===== config.mk =====
export PLATFORM = sky130hd
export DESIGN_NAME = svc_req_status
export DESIGN_NICKNAME = d
export VERILOG_FILES = /design/src/rtl/svc_status_pkg.sv /design/src/rtl/masked_any.sv /design/src/rtl/sre_reg.sv /design/src/rtl/srq_edge.sv /design/src/rtl/svc_req_status.sv
export SDC_FILE = /design/constraint.sdc
export NUM_CORES = 1
export LEC_CHECK = 0
export BUFFER_PORTS_ARGS = -buffer_cell sky130_fd_sc_hd__buf_4
export CAP_MARGIN = 25
export CORE_MARGIN = 5
export CORE_UTILIZATION = 29
export DETAILED_ROUTE_END_ITERATION = 8
export PLACE_DENSITY = 0.78
export SYNTH_ARGS = -nofsm -noshare
export SYNTH_HDL_FRONTEND = slang
export SYNTH_SLANG_ARGS = --single-unit
export TNS_END_PERCENT = 1

===== constraint.sdc =====
create_clock -name clk -period 1.2 [get_ports clk]
set_clock_uncertainty 0.1 [all_clocks]
set_input_delay 0.12 -clock clk [delete_from_list [all_inputs] [get_ports clk]]
set_output_delay 0.12 -clock clk [all_outputs]
set_load 0.01 [all_outputs]

===== src/rtl/svc_status_pkg.sv =====
// Package: shared constants and types for the status byte block.
// Assumes an 8-bit status byte with fixed bit meanings.
package svc_status_pkg;
    localparam int SB_W      = 8;
    localparam int B_ERRQ    = 2;
    localparam int B_QUES    = 3;
    localparam int B_MSG     = 4;
    localparam int B_ESUM    = 5;
    localparam int B_MSS     = 6;
    localparam int B_OPER    = 7;
    // Bits that feed the summary and the edge detector (all but bit 6).
    localparam logic [SB_W-1:0] SRC_MASK = 8'hBF;

    typedef logic [SB_W-1:0] stat_byte_t;
endpackage


===== src/rtl/masked_any.sv =====
// masked_any: reports whether any event bit is set together with its enable bit.
// Assumes evt and en are level signals of equal width W.
module masked_any #(
    parameter int W = 8
) (
    input  logic [W-1:0] evt,
    input  logic [W-1:0] en,
    output logic         any
);
    logic [W-1:0] hits;

    // Per-bit qualification of each event by its enable.
    for (genvar i = 0; i < W; i++) begin : g_hit
        assign hits[i] = evt[i] & en[i];
    end

    // Reduce qualified events to one summary flag.
    always_comb begin
        any = |hits;
    end
endmodule


===== src/rtl/sre_reg.sv =====
// sre_reg: holds the service request enable mask written by the host.
// Assumes one write port; the mask is stored in full, bit 6 included.
module sre_reg
    import svc_status_pkg::*;
(
    input  logic       clk,
    input  logic       rst_n,
    input  logic       wr_en,
    input  stat_byte_t wdata,
    output stat_byte_t mask
);
    stat_byte_t mask_q;

    // Capture a host write; reset clears the mask.
    always_ff @(posedge clk) begin
        if (!rst_n) begin
            mask_q <= '0;
        end else if (wr_en) begin
            mask_q <= wdata;
        end
    end

    assign mask = mask_q;
endmodule


===== src/rtl/srq_edge.sv =====
// srq_edge: detects enabled 0-to-1 changes of status bits and latches a
// service request until a poll acknowledge. Bit 6 never takes part.
// Assumes ack is a single-cycle strobe sampled at the clock edge.
module srq_edge
    import svc_status_pkg::*;
(
    input  logic       clk,
    input  logic       rst_n,
    input  stat_byte_t sb,
    input  stat_byte_t en,
    input  logic       ack,
    output stat_byte_t rise,
    output logic       srq
);
    stat_byte_t hist_q;
    logic       srq_q;

    // Enabled bits that are set now but were clear at the previous edge.
    always_comb begin
        rise = sb & ~hist_q & en & SRC_MASK;
    end

    // Remember the status bits seen at each edge.
    always_ff @(posedge clk) begin
        if (!rst_n) begin
            hist_q <= '0;
        end else begin
            hist_q <= sb & SRC_MASK;
        end
    end

    // Set on a new enabled edge, clear on acknowledge; setting wins.
    always_ff @(posedge clk) begin
        if (!rst_n) begin
            srq_q <= 1'b0;
        end else if (|rise) begin
            srq_q <= 1'b1;
        end else if (ack) begin
            srq_q <= 1'b0;
        end
    end

    assign srq = srq_q;
endmodule


===== src/rtl/svc_req_status.sv =====
// svc_req_status: builds the status byte, the master summary bit and the
// service request, with a host read/write port and a serial poll port.
// Assumes all summary inputs are synchronous to clk.
module svc_req_status
    import svc_status_pkg::*;
#(
    parameter int ESR_W  = 8,
    parameter int QUES_W = 16,
    parameter int OPER_W = 16
) (
    input  logic              clk,
    input  logic              rst_n,
    input  logic              err_pending,
    input  logic              msg_ready,
    input  logic [ESR_W-1:0]  esr_evt,
    input  logic [ESR_W-1:0]  esr_en,
    input  logic [QUES_W-1:0] ques_evt,
    input  logic [QUES_W-1:0] ques_en,
    input  logic [OPER_W-1:0] oper_evt,
    input  logic [OPER_W-1:0] oper_en,
    input  logic              host_addr,
    input  logic              host_wr,
    input  logic [SB_W-1:0]   host_wdata,
    output logic [SB_W-1:0]   host_rdata,
    input  logic              poll_rd,
    output logic [SB_W-1:0]   poll_data,
    output logic              srq
);
    logic       ques_any;
    logic       oper_any;
    logic       esr_any;
    stat_byte_t sre_q;
    stat_byte_t sb_raw;
    stat_byte_t sb;
    stat_byte_t rise_vec;

    masked_any #(.W(QUES_W)) u_ques (.evt(ques_evt), .en(ques_en), .any(ques_any));
    masked_any #(.W(OPER_W)) u_oper (.evt(oper_evt), .en(oper_en), .any(oper_any));
    masked_any #(.W(ESR_W))  u_esr  (.evt(esr_evt),  .en(esr_en),  .any(esr_any));

    sre_reg u_sre (
        .clk   (clk),
        .rst_n (rst_n),
        .wr_en (host_wr & host_addr),
        .wdata (host_wdata),
        .mask  (sre_q)
    );

    // Place each summary source in its bit; bit 6 filled below.
    always_comb begin
        sb_raw         = '0;
        sb_raw[B_ERRQ] = err_pending;
        sb_raw[B_QUES] = ques_any;
        sb_raw[B_MSG]  = msg_ready;
        sb_raw[B_ESUM] = esr_any;
        sb_raw[B_OPER] = oper_any;
    end

    // Master summary: any enabled source bit, mask bit 6 excluded.
    always_comb begin
        sb        = sb_raw;
        sb[B_MSS] = |(sb_raw & sre_q & SRC_MASK);
    end

    srq_edge u_edge (
        .clk   (clk),
        .rst_n (rst_n),
        .sb    (sb),
        .en    (sre_q),
        .ack   (poll_rd),
        .rise  (rise_vec),
        .srq   (srq)
    );

    // Host read mux and poll data.
    always_comb begin
        host_rdata = host_addr ? sre_q : sb;
        poll_data  = sb;
    end
endmodule


[Word-level counts from Yosys, hierarchy flattened]
Index checks and enable logic that the tools add are counted.
Word-level totals
  register bits: 17
  input port bits: 95
  logic and storage cells: 58
Operators by class
  multiplexer cells: 3
  bitwise operators: 45
  reductions and logical operators: 6
Operators with widths (count)
  $and A1 B1 Y1: 41
  $reduce_or A16 Y1: 2
  $and A8 B8 Y8: 3
  $reduce_or A7 Y1: 2
  $mux W8: 1
  $not A8 Y8: 1
  $reduce_or A8 Y1: 1
  $mux W1: 2
  $reduce_bool A2 Y1: 1

[Logic depth before layout (Yosys ltp)]
Gate-level depths: netlist of the first run.
  depth in word-level cells: 8
  mapped depth: 5

[Hierarchy]
A second synthesis of the first run with hierarchy kept.
Second synthesis, totals
  cell total of the unflattened synthesis: 108
  area, all modules: 1026.0 um^2
By module, submodules not included
  srq_edge: times used 1, cells an instance 37, area an instance 311.5 um^2, seq. area each 160.2 um^2
  sre_reg: times used 1, cells an instance 25, area an instance 301.5 um^2, seq. area each 160.2 um^2
  masked_any (u_oper ...): times used 2, cells an instance 9, area an instance 101.3 um^2, seq. area each 0.0 um^2
  svc_req_status: times used 1, cells an instance 23, area an instance 173.9 um^2, seq. area each 0.0 um^2
  masked_any (u_esr): times used 1, cells an instance 5, area an instance 36.3 um^2, seq. area each 0.0 um^2

[Worst setup path before layout of the first run]
OpenSTA, ideal clock, no wires.
  kind: input to output
  start point: in oper_evt[5]
  end point: out host_rdata[7]
  data arrival time: 1.005 ns
  data required time: 0.980 ns
  setup slack: -0.025 ns
  stages: 4
  buffers on the path: 0
  cell sequence: a22o_1 > a221oi_2 > nand4_2 > mux2_2
Between the ends
  cells in the longest elaborated chain, start to end: 3
Ends and longest elaborated chain
  from (decl): line svc_req_status.sv:19  | input logic [OPER_W-1:0] oper_evt,
  $and A1 B1 Y1: line masked_any.sv:14  | assign hits[i] = evt[i] & en[i];
  $reduce_or A16 Y1: line masked_any.sv:19  | any = |hits;
  net oper_any: line svc_req_status.sv:30  | logic oper_any;
  $mux W8: line svc_req_status.sv:77  | host_rdata = host_addr ? sre_q : sb;
  to (decl): line svc_req_status.sv:24  | output logic [SB_W-1:0] host_rdata,
The timed path passes the listed nets, and every way through them passes these cells.

[Worst setup path after layout of the first run]
  start point: in ques_evt[9]
  end point: out host_rdata[3]
Between the ends
  cells in the longest elaborated chain, start to end: 3
Ends and longest elaborated chain
  from (decl): line svc_req_status.sv:17  | input logic [QUES_W-1:0] ques_evt,
  $and A1 B1 Y1: line masked_any.sv:14
  $reduce_or A16 Y1: line masked_any.sv:19
  $mux W8: line svc_req_status.sv:77
No other way between the ends.

==> impl_results.md, run 1 <==
- Die W: 66.05 um
- Largest stage delay on the critical path: 290 ps
- Pwr per Cell Area: 703.6 nW/um2
- Post-Synthesis Cell Area: 910.9 um2
- Core area: 3028 um2
- Routability cong.: 0.7647
- Unrepaired setup endpoints after global routing: yes
- Pre-antenna DRT Iters: 4
- Worst Hold Class: input pin to flop
- Worst-path fanout max: 4
- Grt total ovfl: 0
- Fmax: 0.6694 GHz
- Critical path data arrival time: 1270 ps
- Max-slew violation count: 0
- Worst path slowest cell: mux2_2
- First-pass GRT wire length: 5.602 mm
- Post-synthesis adder-cell area fraction: 0
- Final worst slack: -293.9 ps
- CTS max path bufs: 2
- # rows: 20
- Initial Util: 0.3008
- Final period utilization: 1.245
- Overall Power: 1364 uW
- Die height: 66.05 um
- CTS tree: built
- Post-Syn Area per Cell: 8.843 um2
- Fillers: 258
- Ratio of cells with drive above 1 in the final layout: 0.6306
- Inserted Clock Buffers: 3
- Buffers on Ports: 109
- Clock Latency Late Sink: 270 ps
- Antenna fix cells: 0
- Largest family of logic cells by synthesized area: compound AO/OA/AOI/OAI gates
- Hold Vio Cnt, Final: 0
- IR drop worst, VDD: 678.1 uV
- DR iter-0 viols: 22
- Non-Filler Instances: 266
- Nets: 318
- Vias per cell: 4.586
- Post-Synth XOR/XNOR Area: 0
- Register area: 282.8 um2
- Sink Count: 14
- DR WL/cell: 14.01 um
- Compound-gate portion of the synthesized area: 0.3297
- Status: finished with violations
- Die area: 4362 um2
- HPWL Detailed: 3.149 mm
- Pin count of the biggest net entering global routing: 19
- Post-synthesis mux area share: 0.06181
- Kind of critical path: input pin to output pin
- Vias in the first global route: 1219
- Crit path cell chain: buf_4, a22o_1, a221oi_2, nand4_2, mux2_2, buf_4
- Failing checks: negative setup slack
- GRT Util Overall: 0.1645
- Crit start category: input pin
- H-tree depth: 1
- Leakage: 0.0009353 uW
- DRC violation count after routing: 0
- Area of the multi-input gates: 580.6 um2
- YS warnings: 0
- Synth Area in Simple Gates: 0.2129
- Clk root buf: clkbuf_4
- Synth Instances: 103
- Maximum capacitance violations: 0
- Final hold slack: 10.90 ps
- Vias: 1220
- Final min period: 1494 ps
- Crit. End Element: output pin
- Final antenna-violating net count: 0
- Layout area overhead: 112.8%
- Io pins: 112
- CP dominant cell by count: buf_4
- Final setup violation count: 9
- Required @ worst endpoint: 980 ps
- Total wire length: 3.726 mm
- Antenna violations before repair: 0
- Placed Cells incl. Taps: 253
- Seq cells post-synth: 14
- Seq/Total Area, Yosys: 0.3077
- Post-CTS setup repair buffer count: 0
- Clock-pin slew on the worst setup and hold paths: 80 ps
- Netlist cell types: 22
[cells by family after synthesis]
| kind of cell | Yosys count |
|---|---|
| other cells | 1 |
| flops | 14 |
| buf+inv | 13 |
| compound gates | 34 |
| simple gates | 36 |
| mux | 5 |
[through the flow]
stage	setup TNS (ps)	instance area [um2]	util	setup WS [ps]
detailed placement	-2066	1772	0.5851	-337.9
global route	-2260	1938	0.6401	-376.3
global placement	-1933	1772	0.5851	-317.5
floorplan	-51.99	918.4	-	-23.63
finish	-1650	1938	0.6401	-293.9
CTS	-1652	1919	0.6339	-284.8
[path summary, 6_finish.rpt]
kind | startpoint | to | slack [ps] | cells after the start
hold reg to reg | u_sre.mask[0]$_SDFFE_PN0P_ | u_sre.mask[0]$_SDFFE_PN0P_ | 350 | 2
setup reg to reg | u_sre.mask[2]$_SDFFE_PN0P_ | u_edge.srq$_SDFFE_PN0P_ | 200 | 4
hold / removal | host_wdata[0] | u_sre.mask[0]$_SDFFE_PN0P_ | 10 | 3
setup / recovery | ques_evt[9] | host_rdata[3] | -290 | 6
[power by group]
group | switching (uW) | internal (uW) | total (uW)
sequential | 12.6 | 490 | 503
combinational | 181 | 350 | 531
clock | 146 | 184 | 330
total | 339 | 1020 | 1360
[worst max-delay path: cells and delay by family]
family / cells / cell delay, ps
compound gates: 2 / 450
buf+inv: 2 / 250
simple gates: 1 / 150
mux: 1 / 290
[area by class of cell]
| type | count | share of cell area |
|---|---|---|
| repair buffers | 124 | 0.5016 |
| multi-input cells | 77 | 0.2995 |
| flip-flops and latches | 14 | 0.1459 |
| inverters | 3 | 0.005810 |
| clock buffers | 4 | 0.01872 |
| well taps | 44 | 0.02841 |
[registers in the layout, indices dropped and copies added (netlist names)]
name / cells
u_edge.srq: 1
u_sre.mask: 8
u_edge.hist_q: 5
[placed cells by master, fill, tap and decap left out]
cell,instances
a21oi_1,9
a221oi_2,8
a22oi_2,3
a32oi_1,1
dfxtp_1,12
conb_1,2
o221ai_1,1
a31oi_1,2
mux2_2,4
buf_6,5
dlygate4sd3_1,9
nand3b_1,2
nand4_1,1
a21oi_2,1
nand2_1,14
buf_4,110
clkbuf_4,3
dfxtp_2,2
nand4_2,2
clkbuf_8,1
and2_1,7
a22oi_1,1
inv_1,2
nand3_1,9
nand2b_1,1
clkinv_1,1
mux2_4,1
a22o_1,8
[synth_stat cells (all sizes together)]
| cell | number | area [um2] |
|---|---|---|
| dfxtp | 14 | 280.3 |
| nand2 | 14 | 52.55 |
| a21oi | 10 | 50.05 |
| nand3 | 9 | 45.04 |
| a221oi | 8 | 120.1 |
| a22o | 8 | 70.07 |
| buf | 8 | 57.55 |
| and2 | 7 | 43.79 |
| mux2 | 5 | 56.30 |
| a22oi | 4 | 30.03 |
| nand4 | 3 | 31.28 |
| a31oi | 2 | 12.51 |
| clkbuf | 2 | 7.510 |
| inv | 2 | 7.510 |
| nand3b | 2 | 15.01 |
| a32oi | 1 | 8.760 |
| clkinv | 1 | 3.750 |
| conb | 1 | 3.750 |
| nand2b | 1 | 6.260 |
| o221ai | 1 | 8.760 |
[timing repair]
| action | 4_1_cts | 5_1_grt |
|---|---|---|
| endpoints found under the setup margin | 9 | 10 |
| hold endpoints to repair | 11 | 0 |
| pin swaps | 4 | 1 |
| hold buffers | 9 | 0 |
| resized for setup | 7 | 4 |
[layer usage]
| layer | share of wire | vias up | global-route usage |
|---|---|---|---|
| li1 | - | 627 | - |
| met1 | 0.34 | 553 | 0.1777 |
| met2 | 0.57 | 38 | 0.3242 |
| met3 | 0.090 | 2 | 0.05102 |
| met4 | 0.0016 | 0 | 0.007614 |
| met5 | 0 | - | 0 |
Note: power is estimated with default switching activity, not from simulation.
==> run 2, diff against run 1 <==
CORE_UTILIZATION = 32   (was 29)
PLACE_DENSITY = 0.81   (was 0.78)
clock period = 1.56 ns   (was 1.2 ns; I/O delays follow)
==> run 2 against run 1 <==
Compared with the run above:
- the run still ends with negative setup slack left
- die area down 8.0%
- sequential power down 23%
- routed wire length up 5.5%
- non-clock buffer count down 9
- register-to-register slack better by 320 ps
- cell count down 8.6%
- design area down 6.2%
- core utilization up 2.5 points
- clock power down 39%
- clock-buffer cell count down 1
- sequential share of layout area up 0.83 points
- hold slack worse by 2.2 ps
- critical path type unchanged
- critical endpoint is now host_rdata[6]
- largest cell class unchanged
- highest routed layer unchanged
==> impl_results.md, run 2 (synthesis results as in run 1) <==
- Worst Hold Class: input pin to flop
- CTS max path bufs: 2 (unchanged)
- Internal cell power: 718.9 uW (-30%)
- Failing checks: negative setup slack
- Worst-path fanout max: 3 (-1)
- Hold_buf cts: 0 (-9)
- H-tree depth: 1 (unchanged)
- Worst path slowest cell: a22o_1
- IR drop worst, VDD: 639.7 uV (-5.7%)
- Pwr per Cell Area: 537.8 nW/um2 (-24%)
- Initial Util: 0.3332 (+0.03235)
- Vias: 1217 (-0.25%)
- Overall Power: 977.7 uW (-28%)
- Reg2reg start: u_sre.mask[4]$_SDFFE_PN0P_
- Routability cong.: 0.7918 (+3.5%)
- Final setup violation count: 2 (-7)
- Max-slew violation count: 0 (unchanged)
- DR iter-0 viols: 34 (+55%)
- Final antenna-violating net count: 0 (unchanged)
- Pin count of the biggest net entering global routing: 19 (unchanged)
- Largest stage delay on the critical path: 220 ps (-70 ps)
- Setup TNS: -5.569 ps (+1644 ps)
- CTS tree: built
- Vias per cell: 5.008 (+9.2%)
- Logic pwr share: 0.397 (+0.008)
- Final hold slack: 8.669 ps (-2.228 ps)
- R2R Setup Slk: 520 ps (+320 ps)
- Fmax: 0.6389 GHz
- Buffers on Ports: 109 (unchanged)
- Leakage: 0.0008929 uW (-4.5%)
- Fillers: 225 (-13%)
- Pre-antenna DRT Iters: 4 (unchanged)
- Commonest non-fill, non-tap cells in the layout: buf_4, dfxtp_1, nand2_1
- Largest register FFs: 8 (unchanged)
- Inserted Clock Buffers: 3 (unchanged)
- Final core utilization: 0.6650 (+0.02491)
- Clock Latency Late Sink: 280 ps (about the same)
- Io pins: 112 (unchanged)
- Area after DPL: 1737 um2 (-2.0%)
- Required @ worst endpoint: 1300 ps (+320 ps)
- Layout area overhead: 99.59%
- Crit path cell chain: buf_6, a22o_1, a221oi_2, nand4_2, a21oi_1, a32oi_1, buf_4
- Maximum capacitance violations: 0 (unchanged)
- DRC violation count after routing: 0 (unchanged)
- GRT Util Overall: 0.1958 (+0.03128)
- HPWL Detailed: 3.437 mm (+9.1%)
- Crit. End Element: output pin
- DR WL/cell: 16.18 um (+16%)
- Reg2reg path depth: 4 (unchanged)
- Final worst slack: -5.282 ps (+288.6 ps)
- Clk root buf: clkbuf_4
- Grt total ovfl: 0 (unchanged)
- Unrepaired setup endpoints after global routing: yes
- Worst r2r dst: u_edge.srq$_SDFFE_PN0P_
- Antenna violations before repair: 0 (unchanged)
- Kind of critical path: input pin to output pin
- Die W: 63.35 um (-4.1%)
- Nets: 309 (-2.8%)
- Total wire length: 3.932 mm (+5.5%)
- Hold Vio Cnt, Final: 0 (unchanged)
- Commonest non-fill, non-tap cell in the layout: buf_4
- Die height: 63.35 um (-4.1%)
- Ratio of cells with drive above 1 in the final layout: 0.6321 (+0.001445)
- Critical path data arrival time: 1310 ps (+40 ps)
- Crit start category: input pin
- Sink Count: 14 (unchanged)
- Die area: 4013 um2 (-8.0%)
- Vias in the first global route: 1329 (+9.0%)
- Clock network fraction of total power: 0.207 (-0.035)
- # rows: 19 (-5.0%)
- Final period utilization: 1.003
- Total net switching power: 258.8 uW (-24%)
- Antenna fix cells: 0 (unchanged)
- Final min period: 1565 ps
- Clock-pin slew on the worst setup and hold paths: 80 ps (about the same)
- Flop pwr share: 0.396 (+0.027)
- Hold path start: err_pending
- Worst Setup EP: host_rdata[6]
- Core area: 2734 um2 (-9.7%)
- First-pass GRT wire length: 6.354 mm (+13%)
- Design area: 1818 um2 (-6.2%)
- Switching share of total power: 0.2647 (+0.01596)
- Crit path launch: oper_en[5]
- Status: finished with violations
[run 2: cell types whose count changed in the layout (fill, tap and decap cells not counted), sizes merged]
cell | previous run | this run
clkbuf | 4 | 3
dlygate4sd3 | 9 | 0
[run 2: area by class of cell]
type	count	area, um2	share of cell area
clock buffers	3	22.52	0.01239
inverters	3	11.26	0.006194
repair buffers	115	900.9	0.4955
well taps	31	38.79	0.02134
flip-flops and latches	14	280.3	0.1542
multi-input cells	77	564.3	0.3104
[run 2: worst max-delay path: cells and delay by family]
family | cells | cell delay (ps)
AOI/OAI and AO/OA | 4 | 710
and+or+nand+nor | 1 | 180
buffers and inverters | 2 | 260
[run 2: worst min-delay path by stage]
| stage | to | slack, ps | cells after the start |
|---|---|---|---|
| floorplan | u_edge.hist_q[2]$_SDFF_PN0_ | 180 | 1 |
| global placement | u_edge.hist_q[4]$_SDFF_PN0_ | 290 | 2 |
| detailed placement | u_edge.hist_q[2]$_SDFF_PN0_ | 300 | 2 |
| CTS | u_edge.hist_q[2]$_SDFF_PN0_ | 10 | 2 |
| global route | u_edge.hist_q[2]$_SDFF_PN0_ | 10 | 2 |
| finish | u_edge.hist_q[2]$_SDFF_PN0_ | 9 | 2 |
[run 2: power groups by stage]
stage	Combinational [uW]	Sequential [uW]	Clock, uW
3_3_place_gp	364	394	0
4_1_cts	391	387	206
5_1_grt	419	389	231
3_5_place_dp	378	395	0
6_report	389	387	202
2_1_floorplan	132	393	0
[run 2: metal layers]
metal  GRT usage  vias to the layer above  part of all wire  wire length (um)
met5           0                        -                 0                 0
met4     0.02597                        0            0.0094                37
met3     0.05684                        4             0.057               224
met2      0.3845                       38              0.60              2351
met1      0.2056                      569              0.34              1318
li1            -                      606                 -                 -
[run 2: timing repair]
item                                    CTS  global route
pin swaps                                 8             2
setup buffers                             2             0
endpoints found under the setup margin    4             5
resized for setup                        11             1
[run 2: through the flow]
step	worst slack [ps]	std cells
after floorplan	263.0	104
after CTS	-10.37	243
after detailed placement	-89.04	238
after global routing	-110.1	243
after global placement	-6.911	238
final	-5.282	243
==> run 3, diff against run 2 <==
ABC_AREA = 1   (was default)
CORE_UTILIZATION = 34   (was 32)
PLACE_DENSITY = 0.83   (was 0.81)
==> run 3 against run 2 <==
Compared with the run above:
- the flow now finishes without violations
- non-clock buffer count is 4 lower
- critical path type is now flop to output pin
- cell count up 30%
- sequential share of layout area is 0.094 points lower
==> impl_results.md, run 3 <==
- Status: finished, final reports clean
- Vias per cell: 4.382 (-13%)
- Worst path slowest cell: dfxtp_2
- Fraction of registers with async set or reset after synthesis: 0 (unchanged)
- Area after DPL: 1782 um2 (+2.6%)
- Crit. End Element: output pin
- Hold Vio Cnt, Final: 0 (unchanged)
- Netlist cell types: 21 (-4.5%)
- Top_reg_cell synth: dfxtp_1
- Antenna fix cells: 0 (unchanged)
- Crit-path leading delay family: flip-flops
- Total wire length: 3.330 mm (-15%)
- Ratio of cells with drive above 1 in the final layout: 0.4510 (-0.1810)
- Post-Syn Area per Cell: 5.522 um2 (-38%)
- Final period utilization: 0.9391 (-0.06426)
- H-tree depth: 1 (unchanged)
- Buffers on Ports: 109 (unchanged)
- Max-slew violation count: 0 (unchanged)
- Kind of critical path: flop to output pin
- Non-Filler Instances: 317 (+30%)
- Depth of the worst hold-timing path: 3 (+1)
- Core area: 2781 um2 (+1.7%)
- Worst r2r dst: u_edge.srq$_SDFFE_PN0P_
- Overall Power: 1044 uW (+6.8%)
- Final antenna-violating net count: 0 (unchanged)
- Clk root buf: clkbuf_4
- Io pins: 112 (unchanged)
- Leakage: 0.001104 uW (+24%)
- Pin count of the biggest net entering global routing: 13 (-6)
- Critical path data arrival time: 1210 ps (-100 ps)
- Worst path bufs/invs: 1 (-1)
- IR drop worst, VDD: 755.4 uV (+18%)
- Post-Synth XOR/XNOR Area: 0 (unchanged)
- Seq/Total Area, Yosys: 0.2835 (-0.02415)
- DR iter-0 viols: 21 (-38%)
- Compound-gate portion of the synthesized area: 0.07722 (-0.2525)
- CP dominant cell by count: nand2_1
- Largest family of logic cells by synthesized area: simple AND/OR/NAND/NOR gates
- Die area: 4086 um2 (+1.8%)
- Worst-path fanout max: 3 (unchanged)
- Register area: 282.8 um2 (+0.89%)
- Largest register FFs: 8 (unchanged)
- Synth Area in Simple Gates: 0.4772 (+0.2643)
- Inserted Clock Buffers: 3 (unchanged)
- EDFF count, synth: 0 (unchanged)
- Vias in the first global route: 1258 (-5.3%)
- Final setup violation count: 0 (-2)
- Pre-antenna DRT Iters: 3 (-1)
- Post-synthesis mux area share: 0 (-0.06181)
- DRC violation count after routing: 0 (unchanged)
- Most frequent cell after synthesis: nand2_1
- Maximum capacitance violations: 0 (unchanged)
- DR WL/cell: 10.50 um (-35%)
- Fillers: 266 (+18%)
- Antenna violations before repair: 0 (unchanged)
- Hold path start: host_wdata[2]
- Vias: 1389 (+14%)
- R2R Setup Slk: 540 ps (+20 ps)
- Top post-synthesis cells by count: nand2_1, nor2_1, inv_1
- Post-synthesis adder-cell area fraction: 0 (unchanged)
- Sink Count: 14 (unchanged)
- Crit path cell chain: nand2_2, nand2_1, a21oi_2, nand3_2, nand2_1, nand2_1, buf_4
- Commonest non-fill, non-tap cell in the layout: buf_4
- YS warnings: 0 (unchanged)
- Required @ worst endpoint: 1300 ps (about the same)
- First-pass GRT wire length: 5.354 mm (-16%)
- GRT Util Overall: 0.1555 (-0.04032)
- Worst Hold Class: input pin to flop
- Grt total ovfl: 0 (unchanged)
- Final hold slack: 13.53 ps (+4.859 ps)
- Routability cong.: 0.7399 (-6.6%)
- Post-Synthesis Cell Area: 988.4 um2 (+8.5%)
- Seq cells post-synth: 14 (unchanged)
- Reg2reg path depth: 8 (+4)
- Layout area overhead: 86.71%
- CTS tree: built
- Post-CTS setup repair buffer count: 0 (-2)
- WHS Endpoint: u_sre.mask[2]$_SDFFE_PN0P_
- Synth Instances: 179 (+74%)
- HPWL Detailed: 2.854 mm (-17%)
- Design area: 1846 um2 (+1.5%)
- Nets: 382 (+24%)
- Clock-pin slew on the worst setup and hold paths: 80 ps (about the same)
- Die W: 63.92 um (+0.90%)
- Synth top area cells: nand2_1, dfxtp_1, nor2_1
- Initial Util: 0.3554 (+0.02219)
- Commonest non-fill, non-tap cells in the layout: buf_4, nand2_1, nor2_1
- # rows: 19 (unchanged)
- Final core utilization: 0.6635 (-0.001471)
- Clock Latency Late Sink: 280 ps (about the same)
- Area of the multi-input gates: 560.5 um2 (-0.67%)
- Crit start category: flop
- Placed Cells incl. Taps: 311 (+31%)
- Die height: 63.92 um (+0.90%)
- CTS max path bufs: 2 (unchanged)
- Largest stage delay on the critical path: 340 ps (+120 ps)
- Fmax: 0.6826 GHz (+6.8%)
- Pwr per Cell Area: 565.7 nW/um2 (+5.2%)
- Top cell type's share of synthesized area: 0.3076 (about the same)
- Reg2reg start: u_sre.mask[2]$_SDFFE_PN0P_
- Final min period: 1465 ps (-100.2 ps)
- Area leader, netlist: nand2_1
-- run 3: kinds of logic after synthesis --
kind of cell           count (synthesis)
other                                  1
AO/OA/AOI/OAI                         14
flip-flops                            14
AND/OR/NAND/NOR                      118
buffers and inverters                 32
-- run 3: worst reg2reg max path: cells and delay by family, from the launching register on --
family | cells | cell delay [ps]
AO/OA/AOI/OAI | 1 | 60
buffers and inverters | 2 | 80
AND/OR/NAND/NOR | 5 | 360
flip-flops | 1 | 340
-- run 3: how the worst max path moves through the flow --
stage | start | to | slack [ps] | cells past startpoint
2_1_floorplan | esr_evt[5] | host_rdata[6] | 440 | 8
3_3_place_gp | ques_evt[15] | host_rdata[6] | 200 | 12
3_5_place_dp | esr_evt[5] | host_rdata[6] | 200 | 10
4_1_cts | u_sre.mask[2]$_SDFFE_PN0P_ | host_rdata[6] | 60 | 7
5_1_grt | u_sre.mask[2]$_SDFFE_PN0P_ | host_rdata[6] | -7 | 7
6_report | u_sre.mask[2]$_SDFFE_PN0P_ | host_rdata[6] | 90 | 7
-- run 3: repair_timing --
action,CTS,global route
gates resized for setup,0,4
endpoints found under the hold margin,2,0
hold buffers,2,0
endpoints found under the setup margin,0,1
-- run 3: area by class of cell --
| class | count | share of cell area |
|---|---|---|
| Multi-Input combinational cell | 134 | 0.3037 |
| Tap cell | 31 | 0.02102 |
| Timing Repair Buffer | 111 | 0.4542 |
| Sequential cell | 14 | 0.1532 |
| Clock buffer | 4 | 0.01966 |
| Inverter | 23 | 0.04814 |
-- run 3: through the flow --
step / setup WS (ps) / setup TNS (ps)
2_1_floorplan: 438.9 / 0
3_3_place_gp: 204.6 / 0
3_5_place_dp: 199.8 / 0
4_1_cts: 56.32 / 0
5_1_grt: -7.023 / -7.023
6_report: 94.97 / 0
-- run 3: where the power goes --
group          switching (uW)  total [uW]  internal (uW)
Clock                     115         257            142
Combinational             149         389            241
Sequential               15.0         397            382
-- run 3: layer usage --
layer  GRT usage  vias up  routed length [um]  share of wire
met4           0        0                   0              0
met1      0.1765      579                1217           0.37
met5           0        -                   0              0
met3     0.07180        0                 405           0.12
li1            -      749                   -              -
met2      0.2814       61                1707           0.51
